--- src/rtl/blit_pkg.sv ---
package blit_pkg;

  typedef enum logic [1:0] {
    DEPTH8   = 2'd0,
    DEPTH16  = 2'd1,
    DEPTH32  = 2'd2,
    DEPTHRSV = 2'd3
  } pixDepth_t;

  typedef struct packed {
    logic load;
    logic colStep;
    logic rowStep;
  } blitStrobe_t;

endpackage

--- src/rtl/blit_base_sel.sv ---
module blit_base_sel
  import blit_pkg::*;
#(
  parameter int ADDR_W   = 24,
  parameter int SEG_LOG2 = 20
) (
  input  logic [6:0]        segCtlA,
  input  logic [3:0]        segCtlB,
  input  logic [1:0]        pixDepth,
  output logic [ADDR_W-1:0] srcBase,
  output logic [ADDR_W-1:0] dstBase
);

  logic [1:0] srcIdx;
  logic [1:0] dstIdx;

  function automatic logic [ADDR_W-1:0] scaledBase(input logic [1:0] idx, input logic [1:0] depth);
    logic [ADDR_W-1:0] raw;
    raw = ADDR_W'(idx) << SEG_LOG2;
    case (pixDepth_t'(depth))
      DEPTH16: return raw >> 1;
      DEPTH32: return raw >> 2;
      default: return raw;
    endcase
  endfunction

  always_comb begin
    srcIdx = (segCtlA[6:4] != 3'd0) ? segCtlA[5:4] : segCtlB[3:2];
    dstIdx = (segCtlA[2:0] != 3'd0) ? segCtlA[1:0] : segCtlB[1:0];
  end

  assign srcBase = scaledBase(srcIdx, pixDepth);
  assign dstBase = scaledBase(dstIdx, pixDepth);

endmodule

--- src/rtl/blit_ctrl.sv ---
module blit_ctrl
  import blit_pkg::*;
(
  input  logic        clk,
  input  logic        rst_n,
  input  logic        start,
  input  logic        stall,
  input  logic        colLast,
  input  logic        rowLast,
  output blitStrobe_t strb,
  output logic        busy,
  output logic        done
);

  always_comb begin
    strb = '0;
    if (!busy && start) begin
      strb.load = 1'b1;
    end else if (busy && !stall) begin
      if (colLast) strb.rowStep = 1'b1;
      else         strb.colStep = 1'b1;
    end
  end

  always_ff @(posedge clk) begin
    if (!rst_n) begin
      busy <= 1'b0;
      done <= 1'b0;
    end else begin
      done <= 1'b0;
      if (strb.load) begin
        busy <= 1'b1;
      end else if (strb.rowStep && rowLast) begin
        busy <= 1'b0;
        done <= 1'b1;
      end
    end
  end


  done_after_busy_chk: assert property (@(posedge clk) disable iff (!rst_n)
    done |-> (!busy && $past(busy)));


  start_launch_chk: assert property (@(posedge clk) disable iff (!rst_n)
    (!busy && start) |=> busy);


  start_ignored_chk: assert property (@(posedge clk) disable iff (!rst_n)
    (busy && start && !(colLast && rowLast && !stall)) |=> (busy && !done));

endmodule

--- src/rtl/blit_dpath.sv ---
module blit_dpath
  import blit_pkg::*;
#(
  parameter int ADDR_W  = 24,
  parameter int CLIP_W  = 12,
  parameter int PITCH_W = 12,
  parameter int CNT_W   = 12
) (
  input  logic                clk,
  input  logic                rst_n,
  input  blitStrobe_t         strb,
  input  logic                busy,
  input  logic                stall,
  input  logic [ADDR_W-1:0]   srcBaseIn,
  input  logic [ADDR_W-1:0]   dstBaseIn,
  input  logic [CLIP_W-1:0]   srcX,
  input  logic [CLIP_W:0]     srcY,
  input  logic [CLIP_W-1:0]   dstX,
  input  logic [CLIP_W:0]     dstY,
  input  logic [CNT_W-1:0]    width,
  input  logic [CNT_W-1:0]    height,
  input  logic [PITCH_W-1:0]  pitch,
  input  logic                dirDown,
  input  logic [CLIP_W-1:0]   clipLeft,
  input  logic [CLIP_W-1:0]   clipRight,
  input  logic [CLIP_W-1:0]   clipTop,
  input  logic [CLIP_W-1:0]   clipBottom,
  output logic                colLast,
  output logic                rowLast,
  output logic [ADDR_W-1:0]   srcAddr,
  output logic [ADDR_W-1:0]   dstAddr,
  output logic                pixValid,
  output logic                wrEn
);

  localparam int Y_W = CLIP_W + 1;
  localparam int NCH = 2;
  localparam logic [CLIP_W-1:0] X_ONE = CLIP_W'(1);
  localparam logic [Y_W-1:0]    Y_ONE = Y_W'(1);
  localparam logic [CNT_W-1:0]  C_ONE = CNT_W'(1);

  function automatic logic [ADDR_W-1:0] rowAddr(input logic [ADDR_W-1:0] base,
                                                 input logic [Y_W-1:0]    y,
                                                 input logic [PITCH_W-1:0] p);
    logic [ADDR_W-1:0] yExt;
    logic [ADDR_W-1:0] pExt;
    yExt = {{(ADDR_W-Y_W){y[Y_W-1]}}, y};
    pExt = ADDR_W'(p);
    return base + yExt * pExt;
  endfunction

  logic [PITCH_W-1:0] pitchQ;
  logic               dirDownQ;
  logic [CNT_W-1:0]   widthQ;
  logic [CNT_W-1:0]   colLeft;
  logic [CNT_W-1:0]   rowLeft;
  logic [CLIP_W-1:0]  clipLQ, clipRQ, clipTQ, clipBQ;

  logic [CLIP_W-1:0]  xIn    [NCH];
  logic [Y_W-1:0]     yIn    [NCH];
  logic [ADDR_W-1:0]  baseIn [NCH];
  logic [CLIP_W-1:0]  curX   [NCH];
  logic [Y_W-1:0]     curY   [NCH];
  logic [ADDR_W-1:0]  addrOut[NCH];

  assign xIn[0]    = srcX;
  assign xIn[1]    = dstX;
  assign yIn[0]    = srcY;
  assign yIn[1]    = dstY;
  assign baseIn[0] = srcBaseIn;
  assign baseIn[1] = dstBaseIn;

  always_ff @(posedge clk) begin
    if (!rst_n) begin
      pitchQ   <= '0;
      dirDownQ <= 1'b0;
      widthQ   <= '0;
      colLeft  <= '0;
      rowLeft  <= '0;
      clipLQ   <= '0;
      clipRQ   <= '0;
      clipTQ   <= '0;
      clipBQ   <= '0;
    end else if (strb.load) begin
      pitchQ   <= pitch;
      dirDownQ <= dirDown;
      widthQ   <= width;
      colLeft  <= width;
      rowLeft  <= height;
      clipLQ   <= clipLeft;
      clipRQ   <= clipRight;
      clipTQ   <= clipTop;
      clipBQ   <= clipBottom;
    end else if (strb.rowStep) begin
      colLeft  <= widthQ;
      rowLeft  <= rowLeft - C_ONE;
    end else if (strb.colStep) begin
      colLeft  <= colLeft - C_ONE;
    end
  end

  assign colLast = (colLeft == '0);
  assign rowLast = (rowLeft == '0);

  for (genvar ch = 0; ch < NCH; ch++) begin : gChan
    logic [CLIP_W-1:0] x0Q;
    logic [CLIP_W-1:0] xQ;
    logic [Y_W-1:0]    yQ;
    logic [Y_W-1:0]    yNext;
    logic [ADDR_W-1:0] baseQ;
    logic [ADDR_W-1:0] rowQ;

    assign yNext = dirDownQ ? (yQ + Y_ONE) : (yQ - Y_ONE);

    always_ff @(posedge clk) begin
      if (!rst_n) begin
        x0Q   <= '0;
        xQ    <= '0;
        yQ    <= '0;
        baseQ <= '0;
        rowQ  <= '0;
      end else if (strb.load) begin
        x0Q   <= xIn[ch];
        xQ    <= xIn[ch];
        yQ    <= yIn[ch];
        baseQ <= baseIn[ch];
        rowQ  <= rowAddr(baseIn[ch], yIn[ch], pitch);
      end else if (strb.rowStep) begin
        xQ    <= x0Q;
        yQ    <= yNext;
        rowQ  <= rowAddr(baseQ, yNext, pitchQ);
      end else if (strb.colStep) begin
        xQ    <= xQ + X_ONE;
      end
    end

    assign curX[ch]    = xQ;
    assign curY[ch]    = yQ;
    assign addrOut[ch] = rowQ + ADDR_W'(xQ);
  end

  logic inClip;
  always_comb begin
    inClip = (curX[1] >= clipLQ) && (curX[1] <= clipRQ) &&
             (curY[1][CLIP_W-1:0] >= clipTQ) && (curY[1][CLIP_W-1:0] <= clipBQ);
  end

  assign srcAddr  = addrOut[0];
  assign dstAddr  = addrOut[1];
  assign pixValid = busy;
  assign wrEn     = busy && inClip;


  stall_hold_chk: assert property (@(posedge clk) disable iff (!rst_n)
    (busy && stall) |=> ($stable(srcAddr) && $stable(dstAddr) && $stable(wrEn)));


  col_advance_chk: assert property (@(posedge clk) disable iff (!rst_n)
    strb.colStep |=> (curX[1] == CLIP_W'($past(curX[1]) + X_ONE)));


  row_down_chk: assert property (@(posedge clk) disable iff (!rst_n)
    (strb.rowStep && dirDownQ) |=> (curY[1] == Y_W'($past(curY[1]) + Y_ONE)));


  row_up_chk: assert property (@(posedge clk) disable iff (!rst_n)
    (strb.rowStep && !dirDownQ) |=> (curY[1] == Y_W'($past(curY[1]) - Y_ONE)));

endmodule

--- src/rtl/blit_addr_gen.sv ---
module blit_addr_gen
  import blit_pkg::*;
#(
  parameter int ADDR_W   = 24,
  parameter int SEG_LOG2 = 20,
  parameter int CLIP_W   = 12,
  parameter int PITCH_W  = 12,
  parameter int CNT_W    = 12
) (
  input  logic               clk,
  input  logic               rst_n,
  input  logic               start,
  input  logic               stall,
  input  logic [6:0]         segCtlA,
  input  logic [3:0]         segCtlB,
  input  logic [1:0]         pixDepth,
  input  logic [CLIP_W-1:0]  srcX,
  input  logic [CLIP_W:0]    srcY,
  input  logic [CLIP_W-1:0]  dstX,
  input  logic [CLIP_W:0]    dstY,
  input  logic [CNT_W-1:0]   width,
  input  logic [CNT_W-1:0]   height,
  input  logic [PITCH_W-1:0] pitch,
  input  logic               dirDown,
  input  logic [CLIP_W-1:0]  clipLeft,
  input  logic [CLIP_W-1:0]  clipRight,
  input  logic [CLIP_W-1:0]  clipTop,
  input  logic [CLIP_W-1:0]  clipBottom,
  output logic [ADDR_W-1:0]  srcAddr,
  output logic [ADDR_W-1:0]  dstAddr,
  output logic               pixValid,
  output logic               wrEn,
  output logic               busy,
  output logic               done
);

  blitStrobe_t       strb;
  logic              colLast;
  logic              rowLast;
  logic [ADDR_W-1:0] srcBase;
  logic [ADDR_W-1:0] dstBase;

  blit_base_sel #(
    .ADDR_W  (ADDR_W),
    .SEG_LOG2(SEG_LOG2)
  ) i_baseSel (
    .segCtlA (segCtlA),
    .segCtlB (segCtlB),
    .pixDepth(pixDepth),
    .srcBase (srcBase),
    .dstBase (dstBase)
  );

  blit_ctrl i_ctrl (
    .clk    (clk),
    .rst_n  (rst_n),
    .start  (start),
    .stall  (stall),
    .colLast(colLast),
    .rowLast(rowLast),
    .strb   (strb),
    .busy   (busy),
    .done   (done)
  );

  blit_dpath #(
    .ADDR_W (ADDR_W),
    .CLIP_W (CLIP_W),
    .PITCH_W(PITCH_W),
    .CNT_W  (CNT_W)
  ) i_dpath (
    .clk       (clk),
    .rst_n     (rst_n),
    .strb      (strb),
    .busy      (busy),
    .stall     (stall),
    .srcBaseIn (srcBase),
    .dstBaseIn (dstBase),
    .srcX      (srcX),
    .srcY      (srcY),
    .dstX      (dstX),
    .dstY      (dstY),
    .width     (width),
    .height    (height),
    .pitch     (pitch),
    .dirDown   (dirDown),
    .clipLeft  (clipLeft),
    .clipRight (clipRight),
    .clipTop   (clipTop),
    .clipBottom(clipBottom),
    .colLast   (colLast),
    .rowLast   (rowLast),
    .srcAddr   (srcAddr),
    .dstAddr   (dstAddr),
    .pixValid  (pixValid),
    .wrEn      (wrEn)
  );

endmodule

--- config.mk ---
export PLATFORM = sky130hd
export DESIGN_NAME = blit_addr_gen
export DESIGN_NICKNAME = d
export VERILOG_FILES = /design/src/rtl/blit_pkg.sv /design/src/rtl/blit_base_sel.sv /design/src/rtl/blit_ctrl.sv /design/src/rtl/blit_dpath.sv /design/src/rtl/blit_addr_gen.sv
export SDC_FILE = /design/constraint.sdc
export NUM_CORES = 2
export LEC_CHECK = 0
export ABC_AREA = 1
export ABC_CLOCK_PERIOD_IN_PS = 14800
export BUFFER_PORTS_ARGS = -buffer_cell sky130_fd_sc_hd__buf_2
export CAP_MARGIN = 20
export CORE_MARGIN = 1.5
export CORE_UTILIZATION = 47
export DETAILED_ROUTE_END_ITERATION = 8
export PLACE_DENSITY = 0.63
export SYNTH_ARGS = -nofsm -noshare
export SYNTH_HDL_FRONTEND = slang
export SYNTH_HIERARCHICAL = 1
export SYNTH_SLANG_ARGS = --single-unit
--- constraint.sdc ---
create_clock -name clk -period 14.8 [get_ports clk]
set_clock_uncertainty 0.2 [all_clocks]
set_input_delay 2.96 -clock clk [delete_from_list [all_inputs] [get_ports clk]]
set_output_delay 2.96 -clock clk [all_outputs]
set_load 0.005 [all_outputs]
Word-level counts from Yosys, hierarchy flattened
Index checks and enable logic that the tools add are counted.
{"block": "classes", "addsub": 14, "mul": 4, "magnitude_cmp": 4, "eq_ne": 2, "n_mux": 33, "bitwise": 1, "n_reduce_logical": 17}
{"op": "2-to-1 mux 12 bit", "count": 11}
{"op": "multiplier 13 x 13 -> 24 bit", "count": 4}
{"op": "2-to-1 mux 24 bit", "count": 4}
{"op": "one-hot mux 22 bit (2 select lines)", "count": 2}
{"op": "2-to-1 mux 13 bit", "count": 6}
{"op": "adder 22 x 24 -> 24 bit", "count": 2}
{"op": "adder 24 x 12 -> 24 bit", "count": 2}
{"op": "adder 24 bit", "count": 2}
{"op": "adder 13 x 1 -> 13 bit (second input constant)", "count": 2}
{"op": "subtractor 13 x 1 -> 13 bit (second input constant)", "count": 2}
{"op": "adder 12 x 1 -> 12 bit (second input constant)", "count": 2}
{"op": "greater-or-equal comparator 12 bit", "count": 2}
{"op": "<= comparator 12 bit", "count": 2}
{"op": "logical NOT 12 bit", "count": 2}
{"op": "subtractor 12 x 1 -> 12 bit (second input constant)", "count": 2}
{"op": "nonzero test 3 bit", "count": 3}
{"op": "2-to-1 mux 2 bit", "count": 4}
{"op": "logical AND 1 bit", "count": 7}
{"op": "2-to-1 mux 1 bit", "count": 6}
{"op": "nonzero test 2 bit", "count": 2}
{"op": "== test 2 x 1 -> 1 bit (second input constant)", "count": 1}
{"op": "== test 2 bit (second input constant)", "count": 1}
{"op": "logical NOT 1 bit", "count": 2}
{"op": "OR reduction 2 bit", "count": 1}
{"op": "NOT 1 bit", "count": 1}
{"block": "word_totals", "ff_bits": 269, "wordCells": 96}

Longest topological paths before layout
{"block": "logic_depth", "word_depth": 7, "depth_mapped": 42}

Modules after synthesis
Netlist, hierarchy kept.
{"mod": "blit_dpath", "n_inst": 1, "cells_per_inst": 5401, "area_each_um2": 40993.1}
{"mod": "blit_base_sel", "n_inst": 1, "cells_per_inst": 82, "area_each_um2": 493.0}
{"mod": "blit_ctrl", "n_inst": 1, "cells_per_inst": 13, "area_each_um2": 100.1}

Worst setup path after synthesis
OpenSTA, ideal clock, no wires.
{"block": "synth_path", "kind": "input to register", "start": "input port pitch[1]", "end": "register i_dpath.gChan[1].rowQ[17]", "t_arrival_ps": 7957, "t_required_ps": 14530, "setup_slack_ps": 6573, "cell_stages": 20, "path_cell_list": "clkbuf_1 -> clkbuf_1 -> nand2_1 -> fa_1 -> inv_1 -> fa_1 -> fa_1 -> inv_1 -> fa_1 -> fa_1 -> inv_1 -> fa_1 -> ha_1 -> a21oi_1 -> o21ai_1 -> a21oi_2 -> o21ai_2 -> a21o_1 -> or2_0 -> a21oi_1"}
{"block": "synth_via", "elab_chain_len": 3}
{"element": "from (decl)", "line": "blit_addr_gen.sv:23", "source": "input logic [PITCH_W-1:0] pitch,"}
{"element": "multiplier 13 x 13 -> 24 bit", "line": "blit_dpath.sv:49", "source": "return base + yExt * pExt;"}
{"element": "adder 22 x 24 -> 24 bit", "line": "blit_dpath.sv:49"}
{"element": "2-to-1 mux 24 bit", "line": "blit_dpath.sv:122", "source": "end else if (strb.load) begin"}
{"element": "to (signal assigned)", "line": "blit_dpath.sv:127", "source": "rowQ <= rowAddr(baseIn[ch], yIn[ch], pitch);"}
{"element": "to (signal assigned)", "line": "blit_dpath.sv:131", "source": "rowQ <= rowAddr(baseQ, yNext, pitchQ);"}
{"element": "to (decl)", "line": "blit_dpath.sv:111", "source": "logic [ADDR_W-1:0] rowQ;"}
No other way between the ends.
A chain may end at the register's enable or synchronous reset.

Worst setup path in the final report
{"block": "layout_path", "start": "input port pitch[1]", "end": "register i_dpath.gChan[1].rowQ[23]"}
The elaborated chain is that of the path after synthesis.

==> flow_summary.yaml <==
die:
  dieWidth_um: 300
  rows: 108
  coreArea_sq_um: 87200
  pin_count: 204
  initial_utilization_pct: 47.7
  die_area_sq_um: 90300
  die_height_um: 300
final_layout:
  layout.cells.non_filler: 6739
  fin_area_sq_um: 44500
  fin_util_pct: 51.1
  drive_above_1_share_pct: 7.04
  syn2layout_area_growth_pct: 7.08
  nNetsFinal: 6701
sta:
  rsz0062_at_grt: "no"
  hold_violations: 0
  maxSlewHeadroom_pct: 22.3
  period_share_pct: 58.0
  tightest_slew_ps: 1170
  fmax_ghz: 0.116
  period_minus_slack_ps: 8590
  fin_setup_tns_ps: 0
  finalSetupViolations: 0
  slew_violations: 0
worst_setup_path:
  crit_chain: "buf_2, nand2_1, inv_1, fa_1, fa_1, inv_1, fa_1, fa_1, fa_1, inv_1, fa_1, ha_1, inv_1, nor3_1, nand2_1, nor2_1, nand2_1, nand3_1, nand3b_1, nand3_1, nand2_1, a21oi_1"
  critPathMaxStageDelay_ps: 780
  path_common_cell: "fa_1"
  criticalPathCategory: "primary input to flop"
  cp-end-kind: "flop"
  r2r_start: "i_dpath/gChan[1].yQ[0]"
  cp.required_ps: 15030
  crit_path_start_kind: "primary input"
  reg2regPathDepth: 27
  slowest_stage: "fa_1"
  crit_arrival_ps: 8820
  cp_max_fo: 27
  critPathLaunch: "pitch[1]"
clock_tree:
  postCtsHoldBufs: 0
  clockRootBuffer: "clkbuf_16"
  clk_latency_ps: 560
  cts_sinks: 269
  post_cts_buffers: 0
  cts_buffers: 35
  cts-resized-gates: 0
  cts_tree: "yes"
  cts_htree_levels: 2
  clk_pin_slew_ps: 60
  cts-root-to-sink-buffers: 3
job:
  drv_cap: 0
worst_hold_path:
  min_path_cells: 2
  min_path_type: "flop to flop"
  holdCritStartpoint: "i_dpath/gChan[1].x0Q[10]"
drt:
  firstDrtPassIters: 6
  via_per_inst: 5.26
  num_vias: 35451
  drtIter0Drc: 2861
  ant_nets: 0
  wl_um: 126000
  post-route-drc-count: 0
  route.detailed.wl_per_inst_um: 18.7
global_routing:
  grt_start_max_net_pins: 108
  grt_overflow_total: 0
  grt_use_total_pct: 28.5
  grt_pass1_vias: 35521
  antenna_found_initial: 6
  grt_first_pass_wirelength_um: 200000
synthesis:
  syn_area_per_cell_sq_um: 7.57
  synth_ff_type: "dfxtp_1"
  synth_edf_count: 0
  ys_types: 70
  ys_ff_latch: 269
  yosysSeqAreaShare_pct: 12.9
  netlist_area_sq_um: 41600
  yosys_warnings: 6
  syn-instance-count: 5496
  synth_async_sr_flop_share_pct: 0
placement:
  dpl_cell_area_sq_um: 43300
  globalplace.congestion: 0.945
  dp.cells: 6673
  dp_hpwl_um: 100000
  portBuffers: 202
outcome:
  outcome: "finished, final reports clean"
## path summary, 6_finish.rpt
kind         slack, ps                        end
min reg2reg        260   i_dpath/gChan[1].x0Q[10]
max reg2reg       6230  i_dpath/gChan[1].rowQ[20]
max               6210  i_dpath/gChan[1].rowQ[23]
min                260   i_dpath/gChan[1].x0Q[10]
## cell families (layout without fill, tap and decap cells)
group           Yosys count  after routing  synth area share, %
flops                   269            269                 12.9
buf+inv                1463           1510                 13.7
xor+xnor                125            125                 2.70
other cells               1             42              0.00902
simple gates           1814           1814                 18.1
fa+ha+maj               992            992                 41.4
compound gates          832            832                 11.2
## through the flow
step                setup slack (ps)  hold slack, ps
detailed placement              5660             253
floorplan                       6570             240
global route                    5660             278
global placement                5720             249
CTS                             6210             262
finish                          6210             262
## registers in the layout, indices dropped and copies added, names as in the netlist, 24 cells and up
signal and count:
i_dpath/gChan.baseQ 48, i_dpath/gChan.rowQ 48, i_dpath/gChan.x0Q 24, i_dpath/gChan.xQ 24
i_dpath/gChan.yQ 26
## synthesized netlist by cell type, types with 5 or more instances
library cell	n	share of area [%]
inv_1	1201	11
nand2_1	1143	10
fa_1	640	31
ha_1	352	11
a21oi_1	348	4.2
nor2_1	344	3.1
o21ai_0	290	3.5
dfxtp_1	269	13
nand3_1	183	2.2
clkbuf_1	140	1.3
xor2_1	76	1.6
a31oi_1	56	0.84
buf_4	45	0.81
xnor2_1	45	0.95
buf_1	37	0.33
nand4_1	28	0.42
nor3_1	21	0.25
nand2_2	18	0.27
a21o_1	16	0.29
buf_2	16	0.19
o21ai_1	16	0.19
inv_2	15	0.14
o211ai_1	13	0.23
a41oi_1	12	0.25
a21oi_2	11	0.23
nor4_1	11	0.17
or2_1	11	0.17
nand3b_1	9	0.16
o21bai_1	9	0.16
or2_2	9	0.14
a211oi_1	8	0.14
a22oi_1	8	0.14
a221oi_1	7	0.15
o31ai_1	7	0.13
nor2_2	6	0.090
a21boi_0	5	0.090
clkinv_1	5	0.045
nor3_2	5	0.12
o21ai_2	5	0.11
## layer usage
metal	vias up	wire length (um)	part of all wire [%]	global-route usage, %
met1	17184	56500	45	40.5
met5	-	15	0.012	0
li1	16875	-	-	-
met2	1218	56600	45	45.3
met3	172	9660	7.7	4.13
met4	2	3540	2.8	8.07
## placed cells by master, fill, tap and decap left out, types with 20 or more instances in the layout
| cell type | netlist | final |
|---|---|---|
| a31oi_1 | 56 | 56 |
| dfxtp_1 | 269 | 269 |
| buf_4 | 45 | 22 |
| buf_2 | 16 | 201 |
| xor2_1 | 76 | 76 |
| o21ai_0 | 290 | 290 |
| a21oi_1 | 348 | 348 |
| xnor2_1 | 45 | 45 |
| ha_1 | 352 | 352 |
| conb_1 | 1 | 40 |
| inv_1 | 1201 | 1199 |
| nand4_1 | 28 | 28 |
| nand2_1 | 1143 | 1143 |
| fa_1 | 640 | 640 |
| nand3_1 | 183 | 183 |
| nor2_1 | 344 | 344 |
| nor3_1 | 21 | 20 |
| clkbuf_16 | 0 | 35 |
## cell type report
type,instances,area (sq um)
flip-flops and latches,269,5390
clock buffers,39,921
repair buffers,226,1210
multi-input cells,3803,30600
diodes,2,5.00
well taps,1155,1450
fillers,8642,42600
clock inverters,23,320
inverters,1222,4600
## critical path: cells and delay by family
kind            cells  cell delay, ps
fa+ha+maj           7            3540
simple gates        9            1150
compound gates      1              70
buf+inv             5            1060
Power is left out: the tool's default activity adds up to more than one toggle a clock period on the data nets, which glitch-free logic cannot reach.
